File: src/rtl/flat_route_pkg.sv
package flat_route_pkg;

    typedef enum logic [1:0] {
        RGN_DEFAULT = 2'd0,
        RGN_SHARED  = 2'd1,
        RGN_PRIVATE = 2'd2,
        RGN_HOLE    = 2'd3
    } region_e;

    typedef enum logic [1:0] {
        TGT_GLOBAL  = 2'd0,
        TGT_SHARED  = 2'd1,
        TGT_PRIVATE = 2'd2,
        TGT_NONE    = 2'd3
    } target_e;

endpackage

File: src/rtl/flat_region_classify.sv
module flat_region_classify
    import flat_route_pkg::*;
#(
    parameter int ADDR_W  = 64,
    parameter int APE_LSB = 16,
    parameter int VA_TOP  = 47,
    parameter int PG_W    = ADDR_W - APE_LSB
) (
    input  logic [ADDR_W-1:0] addr,
    input  logic              mode32,
    input  logic [PG_W-1:0]   sh_lo,
    input  logic [PG_W-1:0]   sh_hi,
    input  logic              sh_en,
    input  logic [PG_W-1:0]   pv_lo,
    input  logic [PG_W-1:0]   pv_hi,
    input  logic              pv_en,
    output region_e           region
);
    localparam int TOP_W = ADDR_W - VA_TOP;

    logic [PG_W-1:0]  page;
    logic [TOP_W-1:0] top_bits;
    logic             hit_sh;
    logic             hit_pv;
    logic             canonical;

    always_comb begin
        page      = addr[ADDR_W-1:APE_LSB];
        top_bits  = addr[ADDR_W-1:VA_TOP];
        hit_sh    = sh_en && (page >= sh_lo) && (page <= sh_hi);
        hit_pv    = pv_en && (page >= pv_lo) && (page <= pv_hi);
        canonical = mode32 || (&top_bits) || (~|top_bits);
        if (hit_sh)          region = RGN_SHARED;
        else if (hit_pv)     region = RGN_PRIVATE;
        else if (!canonical) region = RGN_HOLE;
        else                 region = RGN_DEFAULT;
    end

endmodule

File: src/rtl/flat_addr_rewrite.sv
module flat_addr_rewrite
    import flat_route_pkg::*;
#(
    parameter int ADDR_W   = 64,
    parameter int TID_W    = 6,
    parameter int ITEM_W   = 20,
    parameter int LOCAL_AW = 16
) (
    input  region_e           first_rgn,
    input  region_e           last_rgn,
    input  logic [ADDR_W-1:0] eff_addr,
    input  logic [ADDR_W-1:0] sh_base_addr,
    input  logic [ADDR_W-1:0] pv_base_addr,
    input  logic [ADDR_W-1:0] hidden_base,
    input  logic              hidden_xlat,
    input  logic [ITEM_W-1:0] item_size,
    input  logic [TID_W-1:0]  tid,
    input  logic              dflt_xlat,
    output target_e           tgt,
    output logic [ADDR_W-1:0] addr,
    output logic              xlat,
    output logic              viol
);
    logic [LOCAL_AW-1:0] local_ofs;
    logic [ADDR_W-1:0]   slot_ofs;
    logic [ADDR_W-1:0]   priv_ofs;

    always_comb begin
        local_ofs = LOCAL_AW'(eff_addr - sh_base_addr);
        slot_ofs  = ADDR_W'(tid) * ADDR_W'(item_size);
        priv_ofs  = eff_addr - pv_base_addr;
        viol      = (first_rgn != last_rgn) || (first_rgn == RGN_HOLE);

        tgt  = TGT_NONE;
        addr = eff_addr;
        xlat = 1'b0;
        if (!viol) begin
            unique case (first_rgn)
                RGN_SHARED: begin
                    tgt  = TGT_SHARED;
                    addr = ADDR_W'(local_ofs);
                end
                RGN_PRIVATE: begin
                    tgt  = TGT_PRIVATE;
                    addr = hidden_base + slot_ofs + priv_ofs;
                    xlat = hidden_xlat;
                end
                default: begin
                    tgt  = TGT_GLOBAL;
                    xlat = dflt_xlat;
                end
            endcase
        end
    end

endmodule

File: src/rtl/flat_aperture_router.sv
module flat_aperture_router
    import flat_route_pkg::*;
#(
    parameter int ADDR_W    = 64,
    parameter int APE_LSB   = 16,
    parameter int VA_TOP    = 47,
    parameter int P32_W     = 32,
    parameter int TID_W     = 6,
    parameter int ITEM_W    = 20,
    parameter int SIZE_W    = 3,
    parameter int MAX_SCODE = 4,
    parameter int LOCAL_AW  = 16
) (
    input  logic                      clk,
    input  logic                      rst_n,
    input  logic                      in_valid,
    output logic                      in_ready,
    input  logic [ADDR_W-1:0]         in_addr,
    input  logic [SIZE_W-1:0]         in_size,
    input  logic [TID_W-1:0]          in_tid,
    input  logic                      dflt_xlat,
    input  logic                      ptr32_en,
    input  logic [ADDR_W-1:APE_LSB]   shared_base,
    input  logic [ADDR_W-1:APE_LSB]   shared_limit,
    input  logic [ADDR_W-1:APE_LSB]   private_base,
    input  logic [ADDR_W-1:APE_LSB]   private_limit,
    input  logic [ADDR_W-1:0]         hidden_base,
    input  logic                      hidden_xlat,
    input  logic [ITEM_W-1:0]         item_size,
    output logic                      out_valid,
    input  logic                      out_ready,
    output logic [1:0]                out_tgt,
    output logic [ADDR_W-1:0]         out_addr,
    output logic                      out_xlat,
    output logic                      out_viol
);
    localparam int PG_W = ADDR_W - APE_LSB;
    localparam int NPROBE = 2;

    typedef struct packed {
        logic              valid;
        target_e           tgt;
        logic [ADDR_W-1:0] addr;
        logic              xlat;
        logic              viol;
    } slot_t;

    slot_t st_d, st_q;

    logic              mode32;
    logic [ADDR_W-1:0] eff_addr;
    logic [ADDR_W-1:0] last_addr;
    logic [SIZE_W-1:0] size_cl;
    logic [ADDR_W-1:0] span;
    logic [PG_W-1:0]   sh_lo, sh_hi, pv_lo, pv_hi;
    logic              sh_en, pv_en;
    logic [ADDR_W-1:0] probe [NPROBE];
    region_e           rgn   [NPROBE];

    target_e           rw_tgt;
    logic [ADDR_W-1:0] rw_addr;
    logic              rw_xlat;
    logic              rw_viol;

    // Pointer interpretation and aperture bounds for the active mode
    always_comb begin
        mode32   = dflt_xlat & ptr32_en;
        eff_addr = mode32 ? ADDR_W'(in_addr[P32_W-1:0]) : in_addr;
        size_cl  = (in_size > SIZE_W'(MAX_SCODE)) ? SIZE_W'(MAX_SCODE) : in_size;
        span     = (ADDR_W'(1) << size_cl) - ADDR_W'(1);
        last_addr = eff_addr + span;
        if (mode32) last_addr = ADDR_W'(last_addr[P32_W-1:0]);

        if (mode32) begin
            sh_lo = PG_W'(shared_base[P32_W-1:APE_LSB]);
            sh_hi = sh_lo;
            sh_en = |shared_base[P32_W-1:APE_LSB];
            pv_lo = PG_W'(private_base[P32_W-1:APE_LSB]);
            pv_hi = pv_lo;
            pv_en = |private_base[P32_W-1:APE_LSB];
        end else begin
            sh_lo = shared_base;
            sh_hi = shared_limit;
            sh_en = 1'b1;
            pv_lo = private_base;
            pv_hi = private_limit;
            pv_en = 1'b1;
        end
        probe[0] = eff_addr;
        probe[1] = last_addr;
    end

    for (genvar g = 0; g < NPROBE; g++) begin : g_probe
        flat_region_classify #(
            .ADDR_W (ADDR_W),
            .APE_LSB(APE_LSB),
            .VA_TOP (VA_TOP)
        ) i_classify (
            .addr  (probe[g]),
            .mode32(mode32),
            .sh_lo (sh_lo),
            .sh_hi (sh_hi),
            .sh_en (sh_en),
            .pv_lo (pv_lo),
            .pv_hi (pv_hi),
            .pv_en (pv_en),
            .region(rgn[g])
        );
    end

    flat_addr_rewrite #(
        .ADDR_W  (ADDR_W),
        .TID_W   (TID_W),
        .ITEM_W  (ITEM_W),
        .LOCAL_AW(LOCAL_AW)
    ) i_rewrite (
        .first_rgn   (rgn[0]),
        .last_rgn    (rgn[NPROBE-1]),
        .eff_addr    (eff_addr),
        .sh_base_addr({sh_lo, {APE_LSB{1'b0}}}),
        .pv_base_addr({pv_lo, {APE_LSB{1'b0}}}),
        .hidden_base (hidden_base),
        .hidden_xlat (hidden_xlat),
        .item_size   (item_size),
        .tid         (in_tid),
        .dflt_xlat   (dflt_xlat),
        .tgt         (rw_tgt),
        .addr        (rw_addr),
        .xlat        (rw_xlat),
        .viol        (rw_viol)
    );

    // Next-state for the output slot
    always_comb begin
        in_ready = !st_q.valid || out_ready;
        st_d     = st_q;
        if (in_ready) begin
            st_d.valid = in_valid;
            if (in_valid) begin
                st_d.tgt  = rw_tgt;
                st_d.addr = rw_addr;
                st_d.xlat = rw_xlat;
                st_d.viol = rw_viol;
            end
        end
    end

    always_ff @(posedge clk or negedge rst_n) begin
        if (!rst_n) begin
            st_q <= '{valid: 1'b0, tgt: TGT_GLOBAL, addr: '0, xlat: 1'b0, viol: 1'b0};
        end else begin
            st_q <= st_d;
        end
    end

    assign out_valid = st_q.valid;
    assign out_tgt   = st_q.tgt;
    assign out_addr  = st_q.addr;
    assign out_xlat  = st_q.xlat;
    assign out_viol  = st_q.viol;

    AST_HOLD_STABLE: assert property (@(posedge clk) disable iff (!rst_n)
        out_valid && !out_ready |=> out_valid && $stable(out_tgt) && $stable(out_addr)
                                    && $stable(out_xlat) && $stable(out_viol));

    AST_ACCEPT_SHOWS: assert property (@(posedge clk) disable iff (!rst_n)
        in_valid && in_ready |=> out_valid);

    AST_DRAIN_EMPTIES: assert property (@(posedge clk) disable iff (!rst_n)
        out_valid && out_ready && !in_valid |=> !out_valid);

    AST_VIOL_NO_TARGET: assert property (@(posedge clk) disable iff (!rst_n)
        out_valid |-> (out_viol == (out_tgt == TGT_NONE)));

    AST_LOCAL_IN_PAGE: assert property (@(posedge clk) disable iff (!rst_n)
        out_valid && out_tgt == TGT_SHARED |-> out_addr[ADDR_W-1:LOCAL_AW] == '0 && !out_xlat);

endmodule

File: config.mk
export PLATFORM = sky130hd
export DESIGN_NAME = flat_aperture_router
export DESIGN_NICKNAME = d
export VERILOG_FILES = /design/src/rtl/flat_route_pkg.sv /design/src/rtl/flat_region_classify.sv /design/src/rtl/flat_addr_rewrite.sv /design/src/rtl/flat_aperture_router.sv
export SDC_FILE = /design/constraint.sdc
export NUM_CORES = 2
export LEC_CHECK = 0
export ABC_AREA = 1
export CAP_MARGIN = 10
export CORE_MARGIN = 1.5
export CORE_UTILIZATION = 58
export CTS_BUF_LIST = sky130_fd_sc_hd__clkbuf_4 sky130_fd_sc_hd__clkbuf_8
export CTS_CLUSTER_DIAMETER = 200
export DETAILED_ROUTE_END_ITERATION = 7
export PLACE_DENSITY = 0.84
export RECOVER_POWER = 100
export SLEW_MARGIN = 20
export SYNTH_ARGS = -nofsm -noshare
export SYNTH_HDL_FRONTEND = slang
export SYNTH_SLANG_ARGS = --single-unit
File: constraint.sdc
create_clock -name clk -period 1.95 [get_ports clk]
set_input_delay 0.39 -clock clk [delete_from_list [all_inputs] [get_ports clk]]
set_output_delay 0.39 -clock clk [all_outputs]
set_load 0.005 [all_outputs]
==> results.json, run 1 <==
{
  "synth_area_per_cell_um2": 6.70,
  "cts.sinks": 69,
  "num_io_pins": 426,
  "cts_root_buf": "clkbuf_8",
  "synth_top_area_frac": 0.285,
  "numCtsBuffers": 9,
  "synth-main-ff-cell": "dfrtp_1",
  "netlist_area_um2": 28900,
  "place.gp.congestion": 1.08,
  "cts_max_path_buffers": 2,
  "seq_area_frac_synth": 0.0598,
  "start_util": 0.589,
  "grt_overflow": 261,
  "synth_top_area_cell": "ha_1",
  "dpl_worst_slack_ps": -4270,
  "yosysMostFrequentCell": "nand2_1",
  "htreeDepth": 3,
  "grt_pass1_wl_um": 330000,
  "tool.error": "[ERROR GRT-0116] Global routing finished with congestion. Check the congestion regions in the DRC Viewer.",
  "grt_pass1_vias": 51300,
  "die_x_um": 226,
  "status": "did not finish",
  "stop_stage": "global routing (5_1_grt)",
  "dp_cells": 6291,
  "synth_area_leaders": "ha_1, nand2_1, fa_1, inv_1, a21oi_1",
  "portBuffers": 425,
  "ys_seq_elements": 69,
  "placed_area_um2": 42000,
  "rows": 81,
  "synth_cell_type_count": 53,
  "netlist_instances": 4308,
  "syn_nets": 5492,
  "grt_max_degree": 69,
  "hpwl_um": 115000,
  "grt_usage": 0.857,
  "yosysWarnings": 0,
  "synthArstFlopShare": 1.00,
  "netlist_top_cells_count": "nand2_1, inv_1, ha_1",
  "die_height_um": 226,
  "synth_edf_count": 0
}
[layer usage]
metal | GRT usage | overflow
met1 | 0.850 | 11
met2 | 0.968 | 130
met3 | 0.775 | 25
met4 | 0.824 | 94
met5 | 0.636 | 1
[logic make-up after synthesis]
kind of cell	after synthesis	synth area share
xor+xnor	71	0.0215
fa+ha+maj	828	0.403
buf+inv	863	0.114
flops	69	0.0598
compound gates	794	0.156
simple gates	1683	0.246
[per-stage QoR]
stage	utilization	TNS, ps	hold slack [ps]
after CTS	0.933	-206880	36.9
after global placement	0.857	-265760	424
after detailed placement	0.857	-276510	420
after floorplan	-	-180960	94.4
[timing repair]
action                     4_1_cts
resized for setup              750
pin swaps                      227
buffers inserted               111
setup endpoints to repair       68
hold buffers                     0
gates cloned                    19
==> run 2: changes to the inputs <==
--- a/config.mk
+++ b/config.mk
@@ -8,11 +8,9 @@
 export ABC_AREA = 1
 export CAP_MARGIN = 10
 export CORE_MARGIN = 1.5
-export CORE_UTILIZATION = 58
-export CTS_BUF_LIST = sky130_fd_sc_hd__clkbuf_4 sky130_fd_sc_hd__clkbuf_8
-export CTS_CLUSTER_DIAMETER = 200
+export CORE_UTILIZATION = 40
 export DETAILED_ROUTE_END_ITERATION = 7
-export PLACE_DENSITY = 0.84
+export PLACE_DENSITY_LB_ADDON = 0.15
 export RECOVER_POWER = 100
 export SLEW_MARGIN = 20
 export SYNTH_ARGS = -nofsm -noshare
==> run 2 against run 1 <==
Compared with the run above:
- the flow now finishes, with violations (negative setup slack)
- synthesized cell count unchanged
- synthesized area unchanged
==> results.json, run 2 <==
{
  "placed_area_um2": 42900,
  "p_per_area_nw_per_um2": 915,
  "synth_edf_count": 0,
  "drt_pre_antenna_iters": 6,
  "ys_seq_elements": 69,
  "wl_met1_um": 57800,
  "synthArstFlopShare": 1.00,
  "path_class": "in -> reg",
  "min_period_ps": 5130,
  "cts.clk_slew.worst_paths_ps": 60,
  "drv_slew": 0,
  "rows": 98,
  "cap_violations": 0,
  "min_period_over_period": 2.63,
  "cpMostUsedCell": "buf_4",
  "drive_above_1_share": 0.353,
  "wl_um": 135000,
  "startpoint_type": "input port",
  "vias": 36500,
  "design_power_total_mw": 44.4,
  "netlist_area_um2": 28900,
  "grt_max_degree": 98,
  "reg2reg_slack_ps": 500,
  "skew_ps": 5.59,
  "hold_end": "out_addr[33]",
  "cts_root_buf": "clkbuf_16",
  "tightest_slew_ps": 746,
  "portBuffers": 425,
  "critPathMaxFanout": 8,
  "cts.sinks": 69,
  "cts_tree": "yes",
  "grt_pass1_wl_um": 201000,
  "syn_nets": 5492,
  "htreeDepth": 3,
  "final_hold_viol_count": 0,
  "netlist_instances": 4308,
  "r2r-start": "out_valid",
  "finalSetupViolCount": 68,
  "min_path_cells": 2,
  "synth_area_leaders": "ha_1, nand2_1, fa_1, inv_1, a21oi_1",
  "critPathMaxStageDelay_ps": 320,
  "numCtsBuffers": 9,
  "synth_cell_type_count": 53,
  "relSlewSlack": 0.503,
  "avgViaCountPerCell": 5.35,
  "min-delay-start": "out_addr[33]",
  "drt_iter0_drc": 2630,
  "peakVddDrop_mv": 1.31,
  "synth-main-ff-cell": "dfrtp_1",
  "worstPathArrival_ps": 5420,
  "highest_layer": "met4",
  "final_common_cell": "buf_4",
  "netlist_top_cells_count": "nand2_1, inv_1, ha_1",
  "cts_max_path_buffers": 2,
  "drc": 0,
  "synth_top_area_frac": 0.285,
  "crit_required_ps": 2230,
  "fmax_ghz": 0.195,
  "yosysMostFrequentCell": "nand2_1",
  "core_area_um2": 71500,
  "grt_overflow": 0,
  "clock_latency_ps": 350,
  "route.met2.wl_um": 62500,
  "hold_ws_ps": 467,
  "largest_reg_flops": 64,
  "grt_usage": 0.350,
  "layout_common_cells": "buf_4, nand2_1, inv_1",
  "area_growth_pct": 68.2,
  "leakagePower_nw": 25.1,
  "fin_area_um2": 48600,
  "fin_ws_ps": -3180,
  "hpwl_um": 110000,
  "status": "complete, but fails checks",
  "finalNetCount": 7052,
  "die_height_um": 272,
  "synth_top_area_cell": "ha_1",
  "dpl_worst_slack_ps": -4160,
  "grt_pass1_vias": 36100,
  "place.gp.congestion": 1.03,
  "hold_path_class": "reg -> reg",
  "dieArea_um2": 73800,
  "die_x_um": 272,
  "violations": "negative setup slack",
  "start_util": 0.404,
  "crit_slowest_cell": "ha_4",
  "ant_nets": 0,
  "antenna_found_initial": 4,
  "num_io_pins": 426,
  "wire_per_inst_um": 19.8,
  "reg2regPathDepth": 7,
  "seq_area_frac_synth": 0.0598,
  "rsz0062_at_grt": "true",
  "wl_met3_um": 9430,
  "critPathCaptureType": "flip-flop",
  "synth_area_per_cell_um2": 6.70,
  "r2r-end": "out_addr[13]",
  "yosysWarnings": 0
}
[run 2: cell counts after synthesis]
No cell type changed its count.
[run 2: final cells by class]
class / instances / area [um^2]
repair buffers: 1635 / 14200
flip-flops and latches: 69 / 1730
multi-input cells: 3376 / 28100
fillers: 5991 / 22900
clock inverters: 6 / 71.3
well taps: 950 / 1190
clock buffers: 10 / 229
diodes: 2 / 5.00
inverters: 777 / 2960
[run 2: what timing repair did]
item / in CTS / in global routing
endpoints found under the setup margin: 68 / 68
gates cloned: 18 / 3
setup buffers: 127 / 36
pin swaps: 272 / 201
hold endpoints to repair: 23 / 0
hold buffers: 1 / 0
gates resized for setup: 818 / 375
[run 2: per-layer routing]
metal | global-route usage | vias to the layer above
li1 | - | 17500
met1 | 0.468 | 17300
met2 | 0.589 | 1433
met3 | 0.0338 | 280
met4 | 0.121 | 0
met5 | 0 | -
[run 2: how the worst max path moves through the flow]
stage                     startpoint  slack, ps      endpoint  depth (start not counted)
after floorplan            in_tid[0]      -3090  out_addr[63]                         29
after global placement    in_size[1]      -4080  out_addr[39]                         34
after detailed placement  in_size[1]      -4160  out_addr[11]                         34
after CTS                  in_tid[0]      -3150  out_addr[61]                         29
after global routing        ptr32_en      -3330    out_tgt[1]                         42
final                       ptr32_en      -3180  out_addr[48]                         40
[run 2: logic make-up after synthesis]
family                     synth area share
and+or+nand+nor                       0.246
buffers and inverters                 0.114
adders and majority gates             0.403
AOI/OAI and AO/OA                     0.156
xor gates and xnor gates             0.0215
DFF                                  0.0598
[run 2: report_power, final]
part           internal, mW  switching, mW
clock                  1.00          0.718
sequential             1.77          0.255
combinational          20.0           20.7
[run 2: critical path, delay by kind of cell]
kind | cells | cell delay (ps)
fa+ha+maj | 1 | 320
buf+inv | 16 | 2140
simple gates | 19 | 1870
compound gates | 4 | 670
[run 2: stage by stage]
step | setup TNS [ps] | util | instances
final | -212590 | 0.679 | 6825
after global routing | -223240 | 0.679 | 6825
after CTS | -196800 | 0.661 | 6795
after detailed placement | -279820 | 0.601 | 6639
after global placement | -274780 | 0.601 | 6639
after floorplan | -180960 | - | 4308
Power figures use the tool's default switching activity.
